**config.mk**
```make
export PLATFORM = sky130hd
export DESIGN_NAME = mac_sat_unit
export DESIGN_NICKNAME = d
export VERILOG_FILES = /design/src/rtl/mac_sat_pkg.sv /design/src/rtl/mac_mul_iter.sv /design/src/rtl/mac_sat_logic.sv /design/src/rtl/mac_sat_unit.sv
export SDC_FILE = /design/constraint.sdc
export NUM_CORES = 2
export LEC_CHECK = 0
export BUFFER_PORTS_ARGS = -buffer_cell sky130_fd_sc_hd__clkbuf_2
export CORE_MARGIN = 1.5
export CORE_UTILIZATION = 58
export CTS_BUF_LIST = sky130_fd_sc_hd__clkbuf_8 sky130_fd_sc_hd__clkbuf_16
export DETAILED_ROUTE_END_ITERATION = 8
export PLACE_DENSITY = 0.81
export SYNTH_ARGS = -nofsm -noshare
export SYNTH_HDL_FRONTEND = slang
export SYNTH_SLANG_ARGS = --single-unit
```
**constraint.sdc**
```tcl
create_clock -name clk -period 8.6 [get_ports clk]
set_input_delay 1.72 -clock clk [delete_from_list [all_inputs] [get_ports clk]]
set_output_delay 1.72 -clock clk [all_outputs]
set_load 0.05 [all_outputs]
```
**src/rtl/mac_sat_pkg.sv**
```systemverilog
package mac_sat_pkg;
    typedef enum logic [1:0] {
        ST_IDLE,
        ST_MUL,
        ST_WB,
        ST_DONE
    } mac_state_e;
endpackage

```
**src/rtl/mac_mul_iter.sv**
```systemverilog
// Signed iterative multiplier: works on magnitudes, STEP_BITS multiplier bits per cycle.
module mac_mul_iter #(
    parameter int OP_W      = 32,
    parameter int STEP_BITS = 8
) (
    input  logic                clk,
    input  logic                rst_n,
    input  logic                start,
    input  logic [OP_W-1:0]     op_a,
    input  logic [OP_W-1:0]     op_b,
    output logic [2*OP_W-1:0]   prod,
    output logic                fin
);
    localparam int STEPS  = OP_W / STEP_BITS;
    localparam int CNT_W  = $clog2(STEPS + 1);
    localparam int PROD_W = 2 * OP_W;

    logic [OP_W-1:0]   mcand, mplier;
    logic [PROD_W-1:0] accum, partial;
    logic [CNT_W-1:0]  cnt;
    logic              neg, run;
    logic [OP_W-1:0]   a_mag, b_mag;

    always_comb begin
        a_mag   = op_a[OP_W-1] ? OP_W'(~op_a + 1'b1) : op_a;
        b_mag   = op_b[OP_W-1] ? OP_W'(~op_b + 1'b1) : op_b;
        partial = (PROD_W'(mcand) * PROD_W'(mplier[STEP_BITS-1:0])) << (STEP_BITS * int'(cnt));
        prod    = neg ? PROD_W'(~accum + 1'b1) : accum;
    end

    always_ff @(posedge clk or negedge rst_n) begin
        if (!rst_n) begin
            mcand  <= '0;
            mplier <= '0;
            accum  <= '0;
            cnt    <= '0;
            neg    <= 1'b0;
            run    <= 1'b0;
            fin    <= 1'b0;
        end else begin
            fin <= 1'b0;
            if (start) begin
                mcand  <= a_mag;
                mplier <= b_mag;
                neg    <= op_a[OP_W-1] ^ op_b[OP_W-1];
                accum  <= '0;
                cnt    <= '0;
                run    <= 1'b1;
            end else if (run) begin
                accum  <= accum + partial;
                mplier <= mplier >> STEP_BITS;
                cnt    <= cnt + 1'b1;
                if (cnt == CNT_W'(STEPS - 1)) begin
                    run <= 1'b0;
                    fin <= 1'b1;
                end
            end
        end
    end
endmodule

```
**src/rtl/mac_sat_logic.sv**
```systemverilog
// Accumulate and apply the kind-specific clipping rule.
module mac_sat_logic #(
    parameter int HALF_W = 32
) (
    input  logic [HALF_W-1:0]   acc_hi,
    input  logic [HALF_W-1:0]   acc_lo,
    input  logic [2*HALF_W-1:0] prod,
    input  logic                word_mode,
    input  logic                sat_mode,
    output logic [HALF_W-1:0]   res_hi,
    output logic [HALF_W-1:0]   res_lo
);
    localparam int FULL_W = 2 * HALF_W;
    localparam int UP_W   = HALF_W / 2;
    localparam logic [HALF_W-1:0] MASK_UP   = {{UP_W{1'b1}}, {(HALF_W-UP_W){1'b0}}};
    localparam logic [HALF_W-1:0] MASK_KEEP = {{(HALF_W-UP_W+1){1'b0}}, {(UP_W-1){1'b1}}};
    localparam logic [FULL_W-1:0] LOW_BOUND  = {{(HALF_W+1){1'b1}}, {(HALF_W-1){1'b0}}};
    localparam logic [FULL_W-1:0] HIGH_BOUND = {{(HALF_W+1){1'b0}}, {(HALF_W-1){1'b1}}};
    localparam logic [HALF_W-1:0] ONE_HI    = HALF_W'(1);
    localparam logic [HALF_W-1:0] MIN_LO    = {1'b1, {(HALF_W-1){1'b0}}};
    localparam logic [HALF_W-1:0] MAX_LO    = {1'b0, {(HALF_W-1){1'b1}}};

    logic [FULL_W-1:0] sum;
    logic              below, above;

    always_comb begin
        sum    = {acc_hi, acc_lo} + prod;
        below  = $signed(sum) < $signed(LOW_BOUND);
        above  = $signed(sum) > $signed(HIGH_BOUND);
        res_hi = sum[FULL_W-1:HALF_W];
        res_lo = sum[HALF_W-1:0];
        if (sat_mode) begin
            if (!word_mode) begin
                if (sum[FULL_W-1]) res_hi = sum[FULL_W-1:HALF_W] | MASK_UP;
                else               res_hi = sum[FULL_W-1:HALF_W] & MASK_KEEP;
            end else if (below) begin
                res_hi = ONE_HI;
                res_lo = MIN_LO;
            end else if (above) begin
                res_hi = ONE_HI;
                res_lo = MAX_LO;
            end
        end
    end
endmodule

```
**src/rtl/mac_sat_unit.sv**
```systemverilog
module mac_sat_unit #(
    parameter int HALF_W    = 32,
    parameter int WORD_W    = 16,
    parameter int STEP_BITS = 8
) (
    input  logic              clk,
    input  logic              rst_n,
    input  logic              req_valid,
    input  logic              req_word,
    input  logic              req_sat,
    input  logic [HALF_W-1:0] req_a,
    input  logic [HALF_W-1:0] req_b,
    input  logic              clr,
    input  logic              wr_hi,
    input  logic              wr_lo,
    input  logic [HALF_W-1:0] wr_data,
    output logic              busy,
    output logic              done,
    output logic [HALF_W-1:0] acc_hi,
    output logic [HALF_W-1:0] acc_lo
);
    import mac_sat_pkg::*;

    localparam int EXT_W = HALF_W - WORD_W;

    mac_state_e          state, nxt;
    logic                op_word_q, sat_q;
    logic                mul_start, mul_fin;
    logic [HALF_W-1:0]   opa, opb, new_hi, new_lo;
    logic [2*HALF_W-1:0] prod;

    assign mul_start = (state == ST_IDLE) && req_valid;

    generate
        if (EXT_W > 0) begin : g_ext
            assign opa = req_word ? {{EXT_W{req_a[WORD_W-1]}}, req_a[WORD_W-1:0]} : req_a;
            assign opb = req_word ? {{EXT_W{req_b[WORD_W-1]}}, req_b[WORD_W-1:0]} : req_b;
        end else begin : g_noext
            assign opa = req_a;
            assign opb = req_b;
        end
    endgenerate

    mac_mul_iter #(.OP_W(HALF_W), .STEP_BITS(STEP_BITS)) i_mul (
        .clk   (clk),
        .rst_n (rst_n),
        .start (mul_start),
        .op_a  (opa),
        .op_b  (opb),
        .prod  (prod),
        .fin   (mul_fin)
    );

    mac_sat_logic #(.HALF_W(HALF_W)) i_sat (
        .acc_hi    (acc_hi),
        .acc_lo    (acc_lo),
        .prod      (prod),
        .word_mode (op_word_q),
        .sat_mode  (sat_q),
        .res_hi    (new_hi),
        .res_lo    (new_lo)
    );

    // State register
    always_ff @(posedge clk or negedge rst_n) begin
        if (!rst_n) state <= ST_IDLE;
        else        state <= nxt;
    end

    // Next-state
    always_comb begin
        nxt = state;
        unique case (state)
            ST_IDLE: if (req_valid) nxt = ST_MUL;
            ST_MUL:  if (mul_fin)   nxt = ST_WB;
            ST_WB:                  nxt = ST_DONE;
            ST_DONE:                nxt = ST_IDLE;
            default:                nxt = ST_IDLE;
        endcase
    end

    // Outputs
    always_comb begin
        busy = 1'b1;
        done = 1'b0;
        unique case (state)
            ST_IDLE: busy = 1'b0;
            ST_MUL:  ;
            ST_WB:   ;
            ST_DONE: done = 1'b1;
            default: busy = 1'b0;
        endcase
    end

    // Request attributes and accumulator
    always_ff @(posedge clk or negedge rst_n) begin
        if (!rst_n) begin
            op_word_q <= 1'b0;
            sat_q     <= 1'b0;
            acc_hi    <= '0;
            acc_lo    <= '0;
        end else begin
            if (mul_start) begin
                op_word_q <= req_word;
                sat_q     <= req_sat;
            end
            if (state == ST_WB) begin
                acc_hi <= new_hi;
                acc_lo <= new_lo;
            end else if (state == ST_IDLE && !req_valid) begin
                if (clr) begin
                    acc_hi <= '0;
                    acc_lo <= '0;
                end else begin
                    if (wr_hi) acc_hi <= wr_data;
                    if (wr_lo) acc_lo <= wr_data;
                end
            end
        end
    end
endmodule

```
Yosys cells after proc, flatten, opt, wreduce, memory -nomap -nowiden
Cells that the tools add are included.

storage, ports and cells
  bits in latches = 0
  logic and storage cells = 82
  flip-flop bits (word level) = 202
  bits in read-only memories = 0
  RAM bits = 0
  memories kept = 0

operators by class
  eq/ne operators = 6
  divide/modulo/power cells = 0
  order comparisons = 2
  add/subtract/negate cells = 6
  bitwise gates (word level) = 4
  shifts and indexed selects = 1
  reduce and logical (&&, ||, !) cells = 11
  multiplexer cells = 39
  $mul = 1

operators with widths
  kind                     count
  $mux W32                 23
  $mux W64                 3
  $add A64 B64 Y64         2
  $add A32 B1 Y32 const B  2
  $add A64 B1 Y64 const B  1
  $gt A64 B32 Y1 const B   1
  $lt A64 B32 Y1 const B   1
  $not A32 Y32             2
  $not A64 Y64             1
  $shl A40 B6 Y64          1
  $mul A32 B8 Y40          1
  $mux W1                  8
  $pmux W2 S4              1
  $mux W3                  2
  $reduce_and A2 Y1        3
  $reduce_bool A3 Y1       2
  $eq A2 B2 Y1 const B     2
  $mux W2                  2
  $reduce_bool A2 Y1       2
  $add A3 B1 Y3 const B    1
  $eq A3 B2 Y1 const B     1
  $eq A2 B1 Y1 const B     1
  $logic_and A1 B1 Y1      2
  $logic_not A2 Y1         1
  4 further kinds          4

Logic depth before layout (Yosys ltp)
  depth after elaboration = 10
  gate-level depth with buffers = 38
  depth with buffers taken out = 37

Hierarchy
A second synthesis with hierarchy kept.

unflattened totals
  cell total of the unflattened synthesis = 3749
  area total of the unflattened synthesis = 30510.5 µm²

by module, submodules not included
  module         times used  cells each  area each (µm²)
  mac_mul_iter   1           2534        20836.2
  mac_sat_logic  1           907         5844.4
  mac_sat_unit   1           308         3829.9

Least setup slack after synthesis
OpenSTA, ideal clock, no wires.

  path kind = register to register
  from = reg i_mul.mplier[7]
  to = reg i_mul.accum[62]
  required time = 8.463 ns
  setup slack = 0.008 ns
  buffers on the path = 1
  arrival = 8.456 ns
  clock period less this slack = 8.592 ns
  cell stages (with the launch flop) = 37
  setup time = 0.137 ns
  cells stage by stage = dfrtp_1 clkbuf_1 nand2_1 fa_1 fa_1 inv_1 fa_1 inv_1 fa_1 inv_1 ha_1 o21a_1 a211o_1 a2111oi_0 o22a_1 a21o_1 o211ai_1 nand3_1 a31oi_1 or3_1 nand2_1 o31ai_1 mux2i_1 o22ai_1 ha_1 a21o_1 a21o_1 a21oi_1 nor2_1 or4_1 o21a_1 a221o_1 a41oi_1 o21ai_0 a221oi_1 xor2_1 a21oi_1

on the way
  cells in the longest elaborated chain, start to end = 5

RTL lines
  element                   RTL line            RTL
  start: declaration        mac_mul_iter.sv:18  logic [OP_W-1:0] mcand, mplier;
  start signal: assignment  mac_mul_iter.sv:44  mplier <= b_mag;
  start signal: assignment  mac_mul_iter.sv:51  mplier <= mplier >> STEP_BITS;
  $mul A32 B8 Y40           mac_mul_iter.sv:27  partial = (PROD_W'(mcand) * PROD_W'(mplier[STEP_BITS-1:0])) << (STEP_BITS * int'(cnt));
  $shl A40 B6 Y64           mac_mul_iter.sv:27
  $add A64 B64 Y64          mac_mul_iter.sv:50  accum <= accum + partial;
  $mux W64                  mac_mul_iter.sv:49  end else if (run) begin
  $mux W64                  mac_mul_iter.sv:42  if (start) begin
  end signal: assignment    mac_mul_iter.sv:50
  end: declaration          mac_mul_iter.sv:19  logic [PROD_W-1:0] accum, partial;

No other way between the ends. The select of a mux whose other input is x is not followed.
A chain may end at the register's enable or synchronous reset.

Final worst setup path
  from = reg i_mul.mplier[3]
  to = reg i_mul.accum[62]

The elaborated chain is that of the path after synthesis.

==> impl_metrics.toml <==
[synth]
synth.top_cell.area_share_pct = 17.6
syn_avg_cell_area_sq_um = 7.99
synth_seq_area_share_pct = 17.6
synth_edf_count = 0
synth.distinct_cells = 85
ys_warn_count = 0
synth_nets = 4078
netlist_instances = 3591
ys_ff_latch = 202
synth_ff_type = "dfrtp_1"
yosys.area.top_type = "dfrtp_1"
synthTopCellsByArea = "dfrtp_1 (18%), fa_1 (13%), ha_1 (8.8%)"
syn-cell-area_sq_um = 28700
async_flop_share_pct = 100

[worst_hold_path]
min_to = "i_mul.mplier[31]"
min-delay-start = "i_mul.mplier[31]"
whs_path_depth = 2
hold_class = "register to register"

[setup_path]
setup.reg_to_reg.worst_slack_ns = -0.1
crit_family = "compound AO/OA/AOI/OAI gates"
rr_worst_depth = 38
crit_slowest_cell = "fa_1"
critPathArrivalTime_ns = 9.11
worstPathMaxFanout = 8
rr_startpoint = "i_mul.mplier[3]"
path_common_cell = "fa_1"
cp-end-kind = "register"
worstSetupPathType = "register to register"
r2r_end = "i_mul.accum[62]"
startpoint_type = "register"
cpPeakStageDelay_ns = 0.54
worstPathRequired_ns = 9.01
crit_buf_inv = 6

[routing]
ant_nets = 0
drc = 0
drt_first_pass_iters = 6
finalWirelength_um = 96400
vias_per_cell = 6.32
vias = 28800
drt-wirelength-per-cell_um = 21.2
drt_iter0_drc = 2535

[sta]
fin_skew_ns = 0.0200
fmax_mhz = 115
hold_violations = 0
worst_pin_slew_ns = 1.14
finalCriticalPeriod_ns = 8.70
finalSetupViolCount = 5
whs_ns = 0.502
slew_violations = 0
fin_crit_sh_pct = 101
setup_ws_ns = -0.0990
rsz0062_at_grt = "true"
maxSlewHeadroom_pct = 24.2

[cells_and_area]
drive_gt1_share_pct = 16.8
layout_common_cells = "nand2_1 (375), nor2_1 (273), a21oi_1 (261)"
synthToLayoutAreaGrowth_pct = 16.3
final_common_cell = "nand2_1"
antenna_cells = 0
fillers = 3967
num-nets-final = 4365

[grt]
grt_max_degree = 81
antenna_found_initial = 1
grt_pass1_wl_um = 148000
grt_pass1_vias = 27500
grt.total_usage_pct = 36.7
grt_overflow = 0

[placement]
dp_hpwl_um = 74200
port_buffers = 169
gp_congestion = 1.01

[cts]
cts_tree = "yes"
hold_buffers = 0
cts_made_buffers = 25
clock_sinks = 202
cts_max_level = 1
path_clk_slew_ns = 0.06
clock_latency_ns = 0.57
cts_max_path_buffers = 3
root_buffer = "clkbuf_16"

[floorplan]
die_y_um = 225
initial_core_util_pct = 58.8
core_sq_um = 48800
dieArea_sq_um = 50800
rows = 81
ioPinCount = 170
die_x_um = 225

[outcome]
violations = "negative setup slack"
status = "complete, but fails checks"

[run]
cap_violations = 0
[layer usage]
layer,share of wire (%),vias to the layer above,track usage [%]
li1,-,13200,-
met1,39,13800,46.2
met2,47,1440,60.6
met3,8.4,347,6.41
met4,5.7,0,18.2
met5,0,-,0
[what timing repair did]
item | 4_1_cts | 5_1_grt
setup endpoints to repair | 13 | 22
buffers inserted | 13 | 13
gates cloned | 2 | 2
gates resized for setup | 47 | 93
endpoints found under the hold margin | 0 | 0
pin swaps | 71 | 58
[synthesized netlist by cell type, types with 7 or more instances]
| cell type | n |
|---|---|
| nand2_1 | 378 |
| a21oi_1 | 282 |
| nor2_1 | 278 |
| inv_1 | 254 |
| and2_1 | 237 |
| o21ai_0 | 233 |
| dfrtp_1 | 202 |
| ha_1 | 201 |
| xnor2_1 | 183 |
| fa_1 | 182 |
| clkbuf_1 | 150 |
| a21o_1 | 90 |
| mux2i_1 | 84 |
| xor2_1 | 72 |
| nor3_1 | 54 |
| o31ai_1 | 49 |
| a211oi_1 | 46 |
| nand3_1 | 46 |
| nand4_1 | 40 |
| o21a_1 | 31 |
| o221ai_2 | 30 |
| o211ai_1 | 29 |
| o21bai_1 | 29 |
| or3_1 | 29 |
| and3_1 | 27 |
| a31oi_1 | 25 |
| nand2b_1 | 22 |
| nor4_1 | 22 |
| nor2b_1 | 21 |
| o22ai_1 | 17 |
| or2_2 | 17 |
| nor3b_1 | 14 |
| o41ai_1 | 13 |
| or4_1 | 13 |
| a221oi_1 | 11 |
| buf_1 | 11 |
| o21ai_1 | 10 |
| a31o_2 | 9 |
| a22o_1 | 8 |
| and4_1 | 8 |
| nand3b_1 | 8 |
| a2111oi_0 | 7 |
| a21boi_0 | 7 |
| a221o_1 | 7 |
[sequential cells by signal, indices dropped and copies added, names as in the netlist]
signal and flops:
acc_hi 32, acc_lo 32, i_mul.accum 64, i_mul.cnt 3
i_mul.fin 1, i_mul.mcand 32, i_mul.mplier 32, i_mul.neg 1
i_mul.run 1, op_word_q 1, sat_q 1, state 2
[through the flow]
stage	setup TNS, ns	instances	util [%]	worst slack, ns	instance area (sq um)
after global routing	-2.79	4556	68.4	-0.392	33400
final	-0.259	4556	68.4	-0.0990	33400
after detailed placement	-1.39	4487	64.7	-0.268	31600
after global placement	-0.115	4487	64.7	-0.0995	31600
after CTS	-0.00221	4543	67.3	-0.00221	32900
after floorplan	0	3591	-	0.00769	28700
[cells by family after synthesis]
logic type,synth area share (%)
compound gates,23.1
flops,17.6
buf+inv,5.62
mux,3.05
fa+ha+maj,21.5
simple gates,21.4
xor+xnor,7.78
[cell type report]
| class | count | area (sq um) | share of cell area, % |
|---|---|---|---|
| Sequential cell | 202 | 5060 | 15.2 |
| Tap cell | 664 | 831 | 2.49 |
| Clock buffer | 28 | 667 | 2.00 |
| Inverter | 257 | 965 | 2.89 |
| Multi-Input combinational cell | 2967 | 22600 | 67.8 |
| Timing Repair Buffer | 425 | 3020 | 9.05 |
| Clock inverter | 13 | 203 | 0.607 |
[worst max path at each step]
| stage | startpoint | endpoint | slack (ns) | cells after the start |
|---|---|---|---|---|
| after floorplan | i_mul.mplier[7] | i_mul.accum[62] | 0.008 | 36 |
| after global placement | i_mul.mplier[7] | i_mul.accum[63] | -0.1 | 39 |
| after detailed placement | i_mul.mplier[2] | i_mul.accum[63] | -0.27 | 37 |
| after CTS | i_mul.mplier[7] | i_mul.accum[62] | -0.002 | 37 |
| after global routing | i_mul.mplier[3] | i_mul.accum[62] | -0.39 | 42 |
| final | i_mul.mplier[3] | i_mul.accum[62] | -0.1 | 38 |
[tightest hold or removal path, cell delays in order, from the launching register on]
cell	delay [ns]
dfrtp_1	0.34
nand3_1	0.06
o21ai_0	0.06
Power is not shown: default switching activity piles up to over one toggle a cycle in this logic, so the estimate is an artifact.
